**src/rtl/repl_pkg.sv**
```systemverilog
package repl_pkg;
  typedef enum logic {
    POL_FIFO = 1'b0,
    POL_LRU  = 1'b1
  } repl_policy_e;
endpackage

```
**src/rtl/repl_match.sv**
```systemverilog
module repl_match #(
  parameter int N = 4,
  parameter int ID_W = 8,
  localparam int IDX_W = $clog2(N)
) (
  input  logic [N-1:0]           valid_i,
  input  logic [N-1:0][ID_W-1:0] tag_i,
  input  logic [ID_W-1:0]        id_i,
  output logic                   hit_o,
  output logic [IDX_W-1:0]       hit_idx_o,
  output logic                   full_o,
  output logic [IDX_W-1:0]       free_idx_o
);
  logic [N-1:0] match;

  for (genvar g = 0; g < N; g++) begin : g_cmp
    assign match[g] = valid_i[g] && (tag_i[g] == id_i);
  end

  always_comb begin
    hit_idx_o  = '0;
    free_idx_o = '0;
    for (int i = N - 1; i >= 0; i--) begin
      if (match[i])    hit_idx_o  = IDX_W'(i);
      if (!valid_i[i]) free_idx_o = IDX_W'(i);
    end
  end

  assign hit_o  = |match;
  assign full_o = &valid_i;
endmodule

```
**src/rtl/repl_victim.sv**
```systemverilog
module repl_victim
  import repl_pkg::*;
#(
  parameter int N = 4,
  localparam int IDX_W = $clog2(N)
) (
  input  repl_policy_e              policy_i,
  input  logic                      full_i,
  input  logic [IDX_W-1:0]          free_idx_i,
  input  logic [N-1:0][IDX_W-1:0]   age_i,
  input  logic [IDX_W-1:0]          fifo_ptr_i,
  output logic [IDX_W-1:0]          victim_o
);
  logic [N-1:0]     oldest;
  logic [IDX_W-1:0] lru_idx;

  for (genvar g = 0; g < N; g++) begin : g_old
    assign oldest[g] = (age_i[g] == '1);
  end

  always_comb begin
    lru_idx = '0;
    for (int i = N - 1; i >= 0; i--)
      if (oldest[i]) lru_idx = IDX_W'(i);
  end

  always_comb begin
    if (!full_i)                victim_o = free_idx_i;
    else if (policy_i == POL_LRU) victim_o = lru_idx;
    else                        victim_o = fifo_ptr_i;
  end
endmodule

```
**src/rtl/repl_entry.sv**
```systemverilog
module repl_entry #(
  parameter int ID_W = 8,
  parameter int AGE_W = 2
) (
  input  logic             clk_i,
  input  logic             rst_ni,
  input  logic             miss_i,
  input  logic             hit_i,
  input  logic             install_i,
  input  logic             sel_i,
  input  logic [AGE_W-1:0] ref_age_i,
  input  logic [ID_W-1:0]  id_i,
  output logic             valid_o,
  output logic [ID_W-1:0]  tag_o,
  output logic [AGE_W-1:0] age_o
);
  always_ff @(posedge clk_i or negedge rst_ni) begin
    if (!rst_ni) begin
      valid_o <= 1'b0;
      tag_o   <= '0;
      age_o   <= '0;
    end else if (miss_i) begin
      if (install_i) begin
        valid_o <= 1'b1;
        tag_o   <= id_i;
        age_o   <= '0;
      end else if (valid_o && age_o != '1) begin
        age_o <= age_o + AGE_W'(1);
      end
    end else if (hit_i) begin
      // only entries more recent than the referenced one move back
      if (sel_i)                             age_o <= '0;
      else if (valid_o && age_o < ref_age_i) age_o <= age_o + AGE_W'(1);
    end
  end
endmodule

```
**src/rtl/repl_sat_cnt.sv**
```systemverilog
module repl_sat_cnt #(
  parameter int W = 16
) (
  input  logic         clk_i,
  input  logic         rst_ni,
  input  logic         inc_i,
  output logic [W-1:0] count_o
);
  always_ff @(posedge clk_i or negedge rst_ni) begin
    if (!rst_ni)                     count_o <= '0;
    else if (inc_i && count_o != '1) count_o <= count_o + W'(1);
  end
endmodule

```
**src/rtl/repl_tracker.sv**
```systemverilog
module repl_tracker
  import repl_pkg::*;
#(
  parameter int N = 4,
  parameter int ID_W = 8,
  parameter int CNT_W = 16,
  localparam int IDX_W = $clog2(N)
) (
  input  logic             clk_i,
  input  logic             rst_ni,
  input  logic             policy_lru_i,
  input  logic             ref_valid_i,
  input  logic [ID_W-1:0]  ref_id_i,
  output logic             hit_o,
  output logic             miss_o,
  output logic [CNT_W-1:0] hit_count_o,
  output logic [CNT_W-1:0] miss_count_o
);
  logic [N-1:0]             valid;
  logic [N-1:0][ID_W-1:0]   tag;
  logic [N-1:0][IDX_W-1:0]  age;
  logic                     lookup_hit, full;
  logic [IDX_W-1:0]         hit_idx, free_idx, victim, fifo_ptr;
  logic                     ref_hit, ref_miss;
  logic [IDX_W-1:0]         ref_age;
  repl_policy_e             policy;

  assign policy   = repl_policy_e'(policy_lru_i);
  assign ref_hit  = ref_valid_i && lookup_hit;
  assign ref_miss = ref_valid_i && !lookup_hit;
  assign ref_age  = age[hit_idx];

  repl_match #(.N(N), .ID_W(ID_W)) i_match (
    .valid_i(valid), .tag_i(tag), .id_i(ref_id_i),
    .hit_o(lookup_hit), .hit_idx_o(hit_idx),
    .full_o(full), .free_idx_o(free_idx)
  );

  repl_victim #(.N(N)) i_victim (
    .policy_i(policy), .full_i(full), .free_idx_i(free_idx),
    .age_i(age), .fifo_ptr_i(fifo_ptr), .victim_o(victim)
  );

  for (genvar g = 0; g < N; g++) begin : g_entry
    repl_entry #(.ID_W(ID_W), .AGE_W(IDX_W)) i_entry (
      .clk_i, .rst_ni,
      .miss_i(ref_miss), .hit_i(ref_hit),
      .install_i(victim == IDX_W'(g)), .sel_i(hit_idx == IDX_W'(g)),
      .ref_age_i(ref_age), .id_i(ref_id_i),
      .valid_o(valid[g]), .tag_o(tag[g]), .age_o(age[g])
    );
  end

  // pointer moves only on true replacement; fills run 0..N-1 in order
  always_ff @(posedge clk_i or negedge rst_ni) begin
    if (!rst_ni)               fifo_ptr <= '0;
    else if (ref_miss && full) fifo_ptr <= fifo_ptr + IDX_W'(1);
  end

  always_ff @(posedge clk_i or negedge rst_ni) begin
    if (!rst_ni) begin
      hit_o  <= 1'b0;
      miss_o <= 1'b0;
    end else begin
      hit_o  <= ref_hit;
      miss_o <= ref_miss;
    end
  end

  repl_sat_cnt #(.W(CNT_W)) i_hit_cnt (
    .clk_i, .rst_ni, .inc_i(ref_hit), .count_o(hit_count_o)
  );

  repl_sat_cnt #(.W(CNT_W)) i_miss_cnt (
    .clk_i, .rst_ni, .inc_i(ref_miss), .count_o(miss_count_o)
  );
endmodule

```
**config.mk**
```make
export PLATFORM = sky130hd
export DESIGN_NAME = repl_tracker
export DESIGN_NICKNAME = d
export VERILOG_FILES = /design/src/rtl/repl_pkg.sv /design/src/rtl/repl_match.sv /design/src/rtl/repl_victim.sv /design/src/rtl/repl_entry.sv /design/src/rtl/repl_sat_cnt.sv /design/src/rtl/repl_tracker.sv
export SDC_FILE = /design/constraint.sdc
export NUM_CORES = 1
export LEC_CHECK = 0
export ABC_CLOCK_PERIOD_IN_PS = 2800
export BUFFER_PORTS_ARGS = -buffer_cell sky130_fd_sc_hd__buf_2
export CELL_PAD_IN_SITES_DETAIL_PLACEMENT = 0
export CELL_PAD_IN_SITES_GLOBAL_PLACEMENT = 2
export CORE_MARGIN = 8
export CORE_UTILIZATION = 39
export DETAILED_ROUTE_END_ITERATION = 8
export PLACE_DENSITY = 0.81
export RECOVER_POWER = 50
export SYNTH_ARGS = -nofsm -noshare
export SYNTH_HDL_FRONTEND = slang
export SYNTH_SLANG_ARGS = --single-unit
```
**constraint.sdc**
```tcl
create_clock -name clk_i -period 2.8 [get_ports clk_i]
set_clock_uncertainty 0.2 [all_clocks]
set_input_delay 0.14 -clock clk_i [delete_from_list [all_inputs] [get_ports clk_i]]
set_output_delay 0.14 -clock clk_i [all_outputs]
set_load 0.01 [all_outputs]
```
; Yosys cells after proc, flatten, opt, wreduce, memory -nomap -nowiden
; Cells that the tools add are included.
[word_totals]
ff_bits = 80
elab_cells = 128
in_bits = 12
[classes]
reduce_logical = 35
add_sub_neg = 7
order_cmp = 5
n_mux = 40
eq_ne = 24
[ops]
columns = cell, n
row1 = 2-to-1 mux 2 bit, 39
row2 = adder 16 x 1 -> 16 bit (second input constant), 2
row3 = equality test 8 bit, 4
row4 = inequality test 16 bit (second input constant), 2
row5 = logical AND 1 bit, 17
row6 = equality test 2 bit (second input constant), 8
row7 = inequality test 3 bit (second input constant), 4
row8 = AND reduction 3 bit, 4
row9 = nonzero test 3 bit, 4
row10 = adder 2 x 1 -> 2 bit (second input constant), 5
row11 = < comparator 2 bit, 4
row12 = inequality test 2 bit (second input constant), 4
row13 = AND reduction 2 bit, 4
row14 = binary-select mux 2 bit (select 2 bit), 1
row15 = equality test 2 x 1 -> 1 bit (second input constant), 2
row16 = logical NOT 2 bit, 2
row17 = AND reduction 4 bit, 1
row18 = OR reduction 4 bit, 1
row19 = < comparator 2 x 3 -> 1 bit (second input constant), 1
row20 = nonzero test 2 bit, 1
row21 = logical NOT 1 bit, 1

; Depth between registers and ports, before layout
; Gate-level depths: netlist (run 1).
[depth]
word_depth = 14
ltp_mapped = 11

; By module
; Synthesis (run 1) repeated with hierarchy kept, for this count alone.
[unflattened]
hier_cells = 405
hier_area_um2 = 4757.1
[modules_own_cells]
columns = module, seq_area_each_um2, cells_per_inst, instances, area_per_inst_um2
row1 = repl_entry, 275.3, 40, 4, 544.3
row2 = repl_sat_cnt, 400.4, 72, 2, 859.6
row3 = repl_match, 0.0, 69, 1, 535.5
row4 = repl_tracker, 100.1, 20, 1, 245.2
row5 = repl_victim, 0.0, 12, 1, 80.1

; Least setup slack after synthesis (run 1)
; OpenSTA, ideal clock, no wires.
[synth_timing]
path_kind = reg-to-reg
start = register g_entry[1].i_entry.valid_o
end = register g_entry[0].i_entry.age_o[0]
path_stages_with_launch = 9
slack_ns = 0.322
required_ns = 2.472
synth_period_minus_slack_ns = 2.478
setup_time_ns = 0.128
t_arrival_ns = 2.151
cell_sequence = dfrtp_1 clkbuf_1 nand2_1 nor3_4 a311o_1 o21ai_1 o311a_1 a211oi_2 mux2_1
[synth_between]
elab_chain_cells = 9
word_cells_on_any_way = 25
classes_between = 1 x order compare / 1 x eq/ne / 11 x mux / 12 x reduce/logical
[synth_lines]
columns = element, line_no
row1 = "start, declared", repl_entry.sv:13  ; output logic valid_o,
row2 = "start signal, assigned", repl_entry.sv:19  ; valid_o <= 1'b0;
row3 = "start signal, assigned", repl_entry.sv:24  ; valid_o <= 1'b1;
row4 = logical AND 1 bit, repl_match.sv:17  ; assign match[g] = valid_i[g] && (tag_i[g] == id_i);
row5 = 2-to-1 mux 2 bit (2 in series), repl_match.sv:24  ; if (match[i]) hit_idx_o = IDX_W'(i);
row6 = binary-select mux 2 bit (select 2 bit), repl_tracker.sv:31  ; assign ref_age = age[hit_idx];
row7 = 2-to-1 mux 2 bit (not written as such), repl_tracker.sv:31
row8 = < comparator 2 bit, repl_entry.sv:33  ; else if (valid_o && age_o < ref_age_i) age_o <= age_o + AGE_W'(1);
row9 = logical AND 1 bit, repl_entry.sv:33
row10 = nonzero test 3 bit (no line), n/a
row11 = AND reduction 3 bit (no line), n/a
row12 = "end signal, assigned", repl_entry.sv:28  ; age_o <= age_o + AGE_W'(1);
row13 = "end signal, assigned", repl_entry.sv:33
row14 = "end, declared", repl_entry.sv:15  ; output logic [AGE_W-1:0] age_o
; Parallel ways exist; a longest one is shown, timed or not. The select of a mux whose other input is x is not followed.
; A chain may end at the register's enable or synchronous reset.

; Worst setup path in the final report (run 1)
[layout_timing]
start = register g_entry[2].i_entry.tag_o[7]
end = register g_entry[0].i_entry.age_o[1]
[layout_between]
elab_chain_cells = 11
word_cells_on_any_way = 21
classes_between = 1 x order compare / 2 x eq/ne / 8 x mux / 10 x reduce/logical
[layout_lines]
columns = element, line_no
row1 = "start, declared", repl_entry.sv:14  ; output logic [ID_W-1:0] tag_o,
row2 = "start signal, assigned", repl_entry.sv:25  ; tag_o <= id_i;
row3 = equality test 8 bit *, repl_match.sv:17
row4 = logical AND 1 bit *, repl_match.sv:17
row5 = 2-to-1 mux 2 bit (3 in series), repl_match.sv:24
row6 = binary-select mux 2 bit (select 2 bit), repl_tracker.sv:31
row7 = 2-to-1 mux 2 bit (not written as such), repl_tracker.sv:31
row8 = < comparator 2 bit, repl_entry.sv:33
row9 = logical AND 1 bit, repl_entry.sv:33
row10 = nonzero test 3 bit (no line), n/a
row11 = AND reduction 3 bit (no line), n/a
; Mark *: on every way between the ends. The rest lies on a longest branch, timed or not. The select of a mux whose other input is x is not followed.

==> results.sh, run 1 <==
export IMPL_synth_edf_count=0
export IMPL_portBuffers=45
export IMPL_dr_pass1_iters=4
export IMPL_async_flop_share_pct=100
export IMPL_grt_usage_pct=14.1
export IMPL_hold_slack_ps=17.2
export IMPL_clockBufferDepth=2
export IMPL_slew_viol_final=0
export IMPL_synth_simple_area_share_pct=15.8
export IMPL_drc=0
export IMPL_grt_pass1_wl_microns=16600
export IMPL_post_dp_hpwl_microns=7300
export IMPL_grt_pass1_vias=3205
export IMPL_rows=39
export IMPL_syn_cell_area_sq_um=4430
export IMPL_ant_nets=0
export IMPL_die_h_microns=123
export IMPL_area_growth_syn_to_layout_pct=16.6
export IMPL_synthXorXnorAreaFrac_pct=13.6
export IMPL_synth_ff_type="dfrtp_1"
export IMPL_grt_max_degree=43
export IMPL_cts_root_buf="clkbuf_16"
export IMPL_nets=476
export IMPL_grt_ovfl_total=0
export IMPL_synthMuxAreaShare_pct=9.15
export IMPL_period_needed_ps=2680
export IMPL_vdd_drop_max_mv=0.459
export IMPL_slew_headroom_pct=26.7
export IMPL_yosys_warnings=0
export IMPL_leakagePower_nw=2.23
export IMPL_clock_latency_ps=330
export IMPL_diodes=0
export IMPL_seq_area_frac_synth_pct=45.2
export IMPL_die_w_microns=123
export IMPL_synth_adder_area_share_pct=1.95
export IMPL_place_ws_ps=88.3
export IMPL_fp_coreArea_sq_um=11300
export IMPL_final_cell_mix="dfrtp_1, xnor2_1, clkbuf_1, mux2_2, nand2_1"
export IMPL_worstRegToRegCells=8
export IMPL_hold_depth=2
export IMPL_finalSetupViolations=0
export IMPL_ys_types=63
export IMPL_antenna_found_initial=0
export IMPL_critPathCaptureType="register"
export IMPL_fin_ws_ps=117
export IMPL_worstMarginPinSlew_ps=1100
export IMPL_hp_class="in -> reg"
export IMPL_cap_violations=0
export IMPL_die_area_sq_um=15000
export IMPL_dr_first_iter_drc_count=109
export IMPL_finalCritPeriodShare_pct=95.8
export IMPL_tns_ps=0
export IMPL_gp_congestion=0.836
export IMPL_vias_per_cell=5.17
export IMPL_status="finished, final reports clean"
export IMPL_synth_top_family_by_area="simple AND/OR/NAND/NOR gates"
export IMPL_fill_cells=1085
export IMPL_critPathMaxFanout=5
export IMPL_ios=46
export IMPL_cp_required_ps=2810
export IMPL_power_total_mw=4.69
export IMPL_wl_microns=9870
export IMPL_drive_gt1_share_pct=22.9
export IMPL_final_common_cell="dfrtp_1"
export IMPL_postSynthAreaPerCell_sq_um=11.1
export IMPL_crit_type="reg -> reg"
export IMPL_numClockSinks=80
export IMPL_routedWlPerCell_microns=16.3
export IMPL_hold_viol=0
export IMPL_rsz0062_at_grt="true"
export IMPL_clk_pin_slew_ps=60
export IMPL_syn_nets=416
export IMPL_cts_buffers=9
export IMPL_start_kind="register"
export IMPL_h_tree_depth=3
export IMPL_synthCells=398
export IMPL_synth_seq_cells=80
export IMPL_powerDensity_nw_per_um2=907
export IMPL_cp_data_arrival_time_ps=2690
export IMPL_synth_compound_area_share_pct=10.6
export IMPL_clock_fmax_mhz=373
export IMPL_initial_core_util_pct=39.3
export IMPL_vias=3130
export IMPL_tritoncts="yes"
synth_stat cells, types with 5 or more instances:
library cell  number  share of area (%)
xnor2_2            7                2.6
o21ai_0            8               0.90
nor2b_1            6               0.85
xnor2_1           46                9.1
ha_1               6                1.7
or3_1              5               0.71
nand3_1           19                2.1
and3_1            11                1.6
nor2_1            16                1.4
a21oi_1            9                1.0
nand4_1            8                1.1
xor2_1            10                2.0
nand2_1           33                2.8
dfrtp_1           80                 45
inv_1             13                1.1
mux2_2            34                8.6
buf_6              6                1.5
flip-flops by register name, indices dropped and copies added, names as in the netlist:
register,flops
i_miss_cnt.count_o,16
miss_o,1
fifo_ptr,2
hit_o,1
g_entry.i_entry.age_o,8
g_entry.i_entry.tag_o,32
g_entry.i_entry.valid_o,4
i_hit_cnt.count_o,16
final timing paths:
kind,startpoint,to,slack (ps)
hold / removal,ref_valid_i,hit_o,20
min in group asynchronous,rst_ni,g_entry[1].i_entry.age_o[1],340
setup / recovery,g_entry[2].i_entry.tag_o[7],g_entry[0].i_entry.age_o[1],120
setup reg to reg,g_entry[2].i_entry.tag_o[7],g_entry[0].i_entry.age_o[1],120
max in group asynchronous,rst_ni,i_miss_cnt.count_o[0],960
hold reg to reg,fifo_ptr[1],fifo_ptr[1],280
cell type report:
type | count | area (sq um) | area share (%)
multi-input cells | 290 | 2330 | 45.0
repair buffers | 64 | 323 | 6.25
inverters | 13 | 48.8 | 0.944
clock inverters | 3 | 42.5 | 0.823
well taps | 143 | 179 | 3.46
flip-flops and latches | 80 | 2000 | 38.7
clock buffers | 12 | 246 | 4.77
metal layers:
metal / vias up / track usage (%) / part of all wire [%]
met4: 0 / 4.95 / 1.3
met1: 1540 / 19.3 / 49
met3: 12 / 2.99 / 2.1
met2: 32 / 21.7 / 48
li1: 1546 / - / -
met5: - / 0 / 0
worst max-delay path, stage by stage, from the launching register on:
cell and delay (ps):
dfrtp_1 400, xnor2_2 150, nand3_2 160, or3_4 420
a311oi_4 390, o21bai_1 120, o311a_1 140, a211oi_2 220
mux2_1 360
power breakdown:
part	switching (mW)	internal, mW
Combinational	0.794	0.880
Clock	0.441	0.709
Sequential	0.334	1.53
cell families (layout without fill, tap and decap cells):
family | count (synthesis) | count (layout)
muxes | 36 | 36
and+or+nand+nor | 127 | 127
xor gates and xnor gates | 63 | 63
adders and majority gates | 7 | 7
DFF | 80 | 80
buffers and inverters | 28 | 92
AOI/OAI and AO/OA | 57 | 57
repair_timing:
item	CTS	global route
endpoints found under the hold margin	40	0
resized for setup	0	8
hold buffers	1	0
buffers inserted	0	2
endpoints found under the setup margin	0	5
stage by stage:
| stage | area (sq um) | std cells | util [%] |
|---|---|---|---|
| after floorplan | 4430 | 398 | - |
| after global placement | 4840 | 587 | 43.0 |
| after detailed placement | 4840 | 587 | 43.0 |
| after CTS | 5140 | 603 | 45.6 |
| after global routing | 5170 | 605 | 45.8 |
| final | 5170 | 605 | 45.8 |
(Power assumes the default switching activity.)
==> run 2: changes to the inputs <==
- BUFFER_PORTS_ARGS: -buffer_cell sky130_fd_sc_hd__buf_2 -> -buffer_cell sky130_fd_sc_hd__buf_4
- MAX_ROUTING_LAYER: unset -> met4
==> run 2 against run 1 <==
  * Core utilization up 1.3 points
  * Sequential share of layout area fell by 1.1 points
  * Wire length up 6.1%
  * Largest power group unchanged
==> results.sh, run 2 (synthesis gave the netlist of run 1 again) <==
export IMPL_finalSetupViolations=0
export IMPL_wl_microns=10500
export IMPL_vias_per_cell=5.30
export IMPL_reg_top3="g_entry.i_entry.tag_o (32), i_hit_cnt.count_o (16), i_miss_cnt.count_o (16)"
export IMPL_cts_root_buf="clkbuf_16"
export IMPL_area_growth_syn_to_layout_pct=20.0
export IMPL_crit_chain="xnor2_2, nand4_2, or3_4, a311oi_4, o21bai_1, o311a_1, a211oi_2, mux2_1"
export IMPL_worstMarginPinSlew_ps=1140
export IMPL_ant_nets=0
export IMPL_clockBufferDepth=2
export IMPL_cts_buffers=9
export IMPL_place_ws_ps=95.3
export IMPL_h_tree_depth=3
export IMPL_grt_ovfl_total=0
export IMPL_fin_ws_ps=112
export IMPL_grt_max_degree=45
export IMPL_final_common_cell="dfrtp_1"
export IMPL_tritoncts="yes"
export IMPL_cp_slowest_cell="dfrtp_1"
export IMPL_drive_gt1_share_pct=23.2
export IMPL_final_cell_mix="dfrtp_1, xnor2_1, mux2_2, clkbuf_1, nand2_1"
export IMPL_start_kind="register"
export IMPL_cp_top_family="compound AO/OA/AOI/OAI gates"
export IMPL_tns_ps=0
export IMPL_die_w_microns=123
export IMPL_slew_headroom_pct=24.1
export IMPL_die_area_sq_um=15000
export IMPL_finalCritPeriodShare_pct=96.0
export IMPL_vias=3246
export IMPL_grt_pass1_vias=3243
export IMPL_cp_required_ps=2820
export IMPL_clock_latency_ps=340
export IMPL_initial_core_util_pct=39.3
export IMPL_numClockSinks=80
export IMPL_vdd_drop_max_mv=0.448
export IMPL_dr_first_iter_drc_count=190
export IMPL_die_h_microns=123
export IMPL_gp_congestion=0.853
export IMPL_critPathMaxFanout=5
export IMPL_cp_data_arrival_time_ps=2710
export IMPL_status="finished, final reports clean"
export IMPL_powerDensity_nw_per_um2=924
export IMPL_period_needed_ps=2690
export IMPL_leakagePower_nw=2.30
export IMPL_largest_reg_flops=32
export IMPL_cap_violations=0
export IMPL_clock_fmax_mhz=372
export IMPL_slew_viol_final=0
export IMPL_nets=483
export IMPL_slowest_delay_ps=400
export IMPL_crit_buf_inv=0
export IMPL_diodes=0
export IMPL_antenna_found_initial=0
export IMPL_hold_viol=0
export IMPL_dr_pass1_iters=4
export IMPL_grt_pass1_wl_microns=17200
export IMPL_portBuffers=45
export IMPL_final_util_pct=47.2
export IMPL_grt_usage_pct=15.2
export IMPL_crit_type="reg -> reg"
export IMPL_clk_pin_slew_ps=60
export IMPL_drc=0
export IMPL_rows=39
export IMPL_routedWlPerCell_microns=17.1
export IMPL_critPathCaptureType="register"
export IMPL_post_dp_hpwl_microns=7450
export IMPL_fp_coreArea_sq_um=11300
export IMPL_hp_class="reg -> reg"
export IMPL_ios=46
export IMPL_regMostFlops="g_entry.i_entry.tag_o"
-- run 2: worst paths after layout --
path	start	end	slack, ps	depth (start not counted)
min in group asynchronous	rst_ni	miss_o	370	2
hold reg to reg	fifo_ptr[1]	fifo_ptr[1]	280	1
hold / removal	fifo_ptr[1]	fifo_ptr[1]	280	1
setup reg to reg	g_entry[2].i_entry.tag_o[1]	g_entry[0].i_entry.age_o[1]	110	8
max in group asynchronous	rst_ni	i_hit_cnt.count_o[10]	900	3
setup / recovery	g_entry[2].i_entry.tag_o[1]	g_entry[0].i_entry.age_o[1]	110	8
-- run 2: final cells by class --
cell class	count	area, sq um
Fill cell	1058	5950
Multi-Input combinational cell	290	2310
Sequential cell	80	2000
Timing Repair Buffer	71	423
Clock buffer	10	239
Tap cell	143	179
Clock inverter	6	115
Inverter	13	48.8
-- run 2: what timing repair did --
action	CTS	global route
resized for setup	0	8
endpoints found under the hold margin	75	0
hold buffers	10	0
endpoints found under the setup margin	0	13
buffers inserted	0	1
-- run 2: worst register-to-register path, stage by stage (launching register included) --
cell and delay [ps]:
dfrtp_1 400, xnor2_2 160, nand4_2 200, or3_4 400, a311oi_4 340, o21bai_1 120, o311a_1 140, a211oi_2 260
mux2_1 350
-- run 2: metal layers --
layer	GRT usage (%)	up-vias	wire, microns
li1	-	1552	-
met5	-	-	0
met1	19.9	1621	4870
met4	7.01	0	240
met2	23.1	52	5070
met3	2.12	21	286
-- run 2: report_power, final --
| group | internal, mW | switching [mW] | total (mW) |
|---|---|---|---|
| Sequential | 1.53 | 0.321 | 1.85 |
| Combinational | 0.876 | 0.796 | 1.67 |
| Clock | 0.900 | 0.492 | 1.39 |
-- run 2: metrics by stage --
step | power (mW) | hold WS [ps] | cells | cell area, sq um
final | 4.91 | 276 | 613 | 5320
after global routing | 5.23 | 294 | 613 | 5320
after CTS | 4.96 | 184 | 612 | 5400
after detailed placement | 3.54 | -13.9 | 586 | 4950
after global placement | 3.50 | -15.8 | 586 | 4950
after floorplan | 3.09 | -356 | 398 | 4430
==> run 3: changes to the inputs <==
- ABC_CLOCK_PERIOD_IN_PS: 2800 -> 3000
- CORE_MARGIN: 8 -> 3
- clock period: 2.8 -> 3 ns (I/O delays scaled with it)
==> run 3 against run 2 <==
  * The flow now finishes with violations (max-capacitance violations, max-slew violations)
  * Critical path depth increased by 2
  * Die area decreased by 16%
  * Combinational power is 8% lower
  * Global-route usage increased by 1.2 points
  * Non-clock buffer count fell by 8
  * Largest cell class unchanged
  * Highest routed layer unchanged
==> results.sh, run 3 (synthesis gave the netlist of run 1 again) <==
export IMPL_status="finished with violations"
export IMPL_violations="max-capacitance violations, max-slew violations"
export IMPL_netSwitchingFraction_pct=33.2
export IMPL_vias_per_cell=5.24
export IMPL_vdd_drop_max_mv=0.584
export IMPL_dr_pass1_iters=4
export IMPL_gp_congestion=0.867
export IMPL_final_cell_mix="dfrtp_1, xnor2_1, mux2_2, clkbuf_1, nand2_1"
export IMPL_internal_power_mw=3.02
export IMPL_postPlaceCellArea_sq_um=4880
export IMPL_hold_depth=1
export IMPL_drc=0
export IMPL_cts_root_buf="clkbuf_16"
export IMPL_fin_ws_ps=138
export IMPL_slew_viol_final=81
export IMPL_numClockSinks=80
export IMPL_critPathMaxFanout=8
export IMPL_post_dp_hpwl_microns=6900
export IMPL_grt_usage_pct=16.5
export IMPL_tns_ps=0
export IMPL_area_growth_syn_to_layout_pct=17.8
export IMPL_place_ws_ps=287
export IMPL_dr_first_iter_drc_count=114
export IMPL_drive_gt1_share_pct=20.8
export IMPL_power_total_mw=4.51
export IMPL_nets=475
export IMPL_startpoint="ref_id_i[1]"
export IMPL_p_comb_share_pct=34.1
export IMPL_r2r_end="g_entry[0].i_entry.age_o[0]"
export IMPL_largest_reg_flops=32
export IMPL_design_area_sq_um=5220
export IMPL_leakagePower_nw=2.26
export IMPL_critPathCaptureType="register"
export IMPL_cap_violations=1
export IMPL_hold_viol=0
export IMPL_r2r_start="g_entry[2].i_entry.tag_o[1]"
export IMPL_grt_pass1_vias=3136
export IMPL_finalSetupViolations=0
export IMPL_crit_type="in -> reg"
export IMPL_clkPwrFrac_pct=27.5
export IMPL_fp_coreArea_sq_um=11000
export IMPL_grt_ovfl_total=0
export IMPL_slowest_delay_ps=530
export IMPL_r2r_slack_ps=280
export IMPL_portBuffers=45
export IMPL_hp_class="reg -> reg"
export IMPL_die_w_microns=113
export IMPL_antenna_found_initial=0
export IMPL_ant_nets=0
export IMPL_diodes=0
export IMPL_pwr_share_seq_pct=38.4
export IMPL_finalCritPeriodShare_pct=95.4
export IMPL_worstMarginPinSlew_ps=2010
export IMPL_clock_latency_ps=340
export IMPL_h_tree_depth=3
export IMPL_crit_end="g_entry[0].i_entry.age_o[0]"
export IMPL_die_area_sq_um=12700
export IMPL_rows=38
export IMPL_vias=3153
export IMPL_clockBufferDepth=2
export IMPL_crit_chain="dlygate4sd3_1, buf_4, xnor2_2, nand4_2, or3_4, a311oi_4, o21bai_1, o311a_1, a211oi_2, mux2_1"
export IMPL_rsz0062_at_grt="true"
export IMPL_clock_fmax_mhz=349
export IMPL_hold_slack_ps=282
export IMPL_cp_slowest_cell="dlygate4sd3_1"
export IMPL_slew_headroom_pct=-34.1
export IMPL_period_needed_ps=2860
export IMPL_ios=46
export IMPL_die_h_microns=113
export IMPL_tritoncts="yes"
export IMPL_wl_microns=9650
export IMPL_regMostFlops="g_entry.i_entry.tag_o"
export IMPL_cp_data_arrival_time_ps=2880
export IMPL_clk_pin_slew_ps=60
export IMPL_cp_required_ps=3020
export IMPL_routedWlPerCell_microns=16.0
export IMPL_reg_top3="g_entry.i_entry.tag_o (32), i_hit_cnt.count_o (16), i_miss_cnt.count_o (16)"
export IMPL_initial_core_util_pct=40.3
export IMPL_cts_buffers=9
export IMPL_p_sw_mw=1.50
export IMPL_worstRegToRegCells=8
export IMPL_powerDensity_nw_per_um2=865
export IMPL_grt_max_degree=81
export IMPL_start_kind="input pin"
export IMPL_final_common_cell="dfrtp_1"
export IMPL_grt_pass1_wl_microns=16200
-- run 3: layout make-up --
class | count | area (sq um)
Clock buffer | 11 | 253
Clock inverter | 5 | 86.3
Fill cell | 1031 | 5770
Inverter | 13 | 48.8
Multi-Input combinational cell | 290 | 2270
Sequential cell | 80 | 2000
Tap cell | 140 | 175
Timing Repair Buffer | 63 | 380
-- run 3: worst min path at each step --
stage	slack (ps)	from	endpoint
after detailed placement	200	rst_ni	g_entry[1].i_entry.age_o[0]
after CTS	280	fifo_ptr[1]	fifo_ptr[1]
after floorplan	-350	rst_ni	fifo_ptr[0]
after global routing	310	i_hit_cnt.count_o[10]	i_hit_cnt.count_o[10]
after global placement	200	rst_ni	g_entry[1].i_entry.age_o[0]
final	280	fifo_ptr[1]	fifo_ptr[1]
-- run 3: metrics by stage --
step / util [%] / cells
2_1_floorplan: - / 398
3_3_place_gp: 44.5 / 575
5_1_grt: 47.5 / 602
6_report: 47.5 / 602
3_5_place_dp: 44.5 / 575
4_1_cts: 48.5 / 601
-- run 3: critical path, delay by kind of cell --
| family | cells | cell delay, ps |
|---|---|---|
| buffers and inverters | 2 | 710 |
| and+or+nand+nor | 2 | 610 |
| muxes | 1 | 360 |
| xor gates and xnor gates | 1 | 180 |
| AOI/OAI and AO/OA | 4 | 860 |
-- run 3: layer usage --
layer / vias to the layer above / track usage, % / part of all wire [%]
met5: - / - / 0
li1: 1533 / - / -
met2: 59 / 24.3 / 47
met1: 1548 / 22.7 / 48
met3: 13 / 3.56 / 3.1
met4: 0 / 5.29 / 1.6
-- run 3: what timing repair did --
item	CTS	global route
hold buffers	10	0
hold endpoints to repair	113	0
buffers inserted	0	1
gates resized for setup	0	1
setup endpoints to repair	0	12
-- run 3: power groups by stage --
stage,registers (mW),logic (mW),clock network (mW)
2_1_floorplan,1.71,1.17,0
3_3_place_gp,1.74,1.52,0
3_5_place_dp,1.75,1.55,0
4_1_cts,1.74,1.57,1.28
5_1_grt,1.80,1.71,1.32
6_report,1.73,1.54,1.24
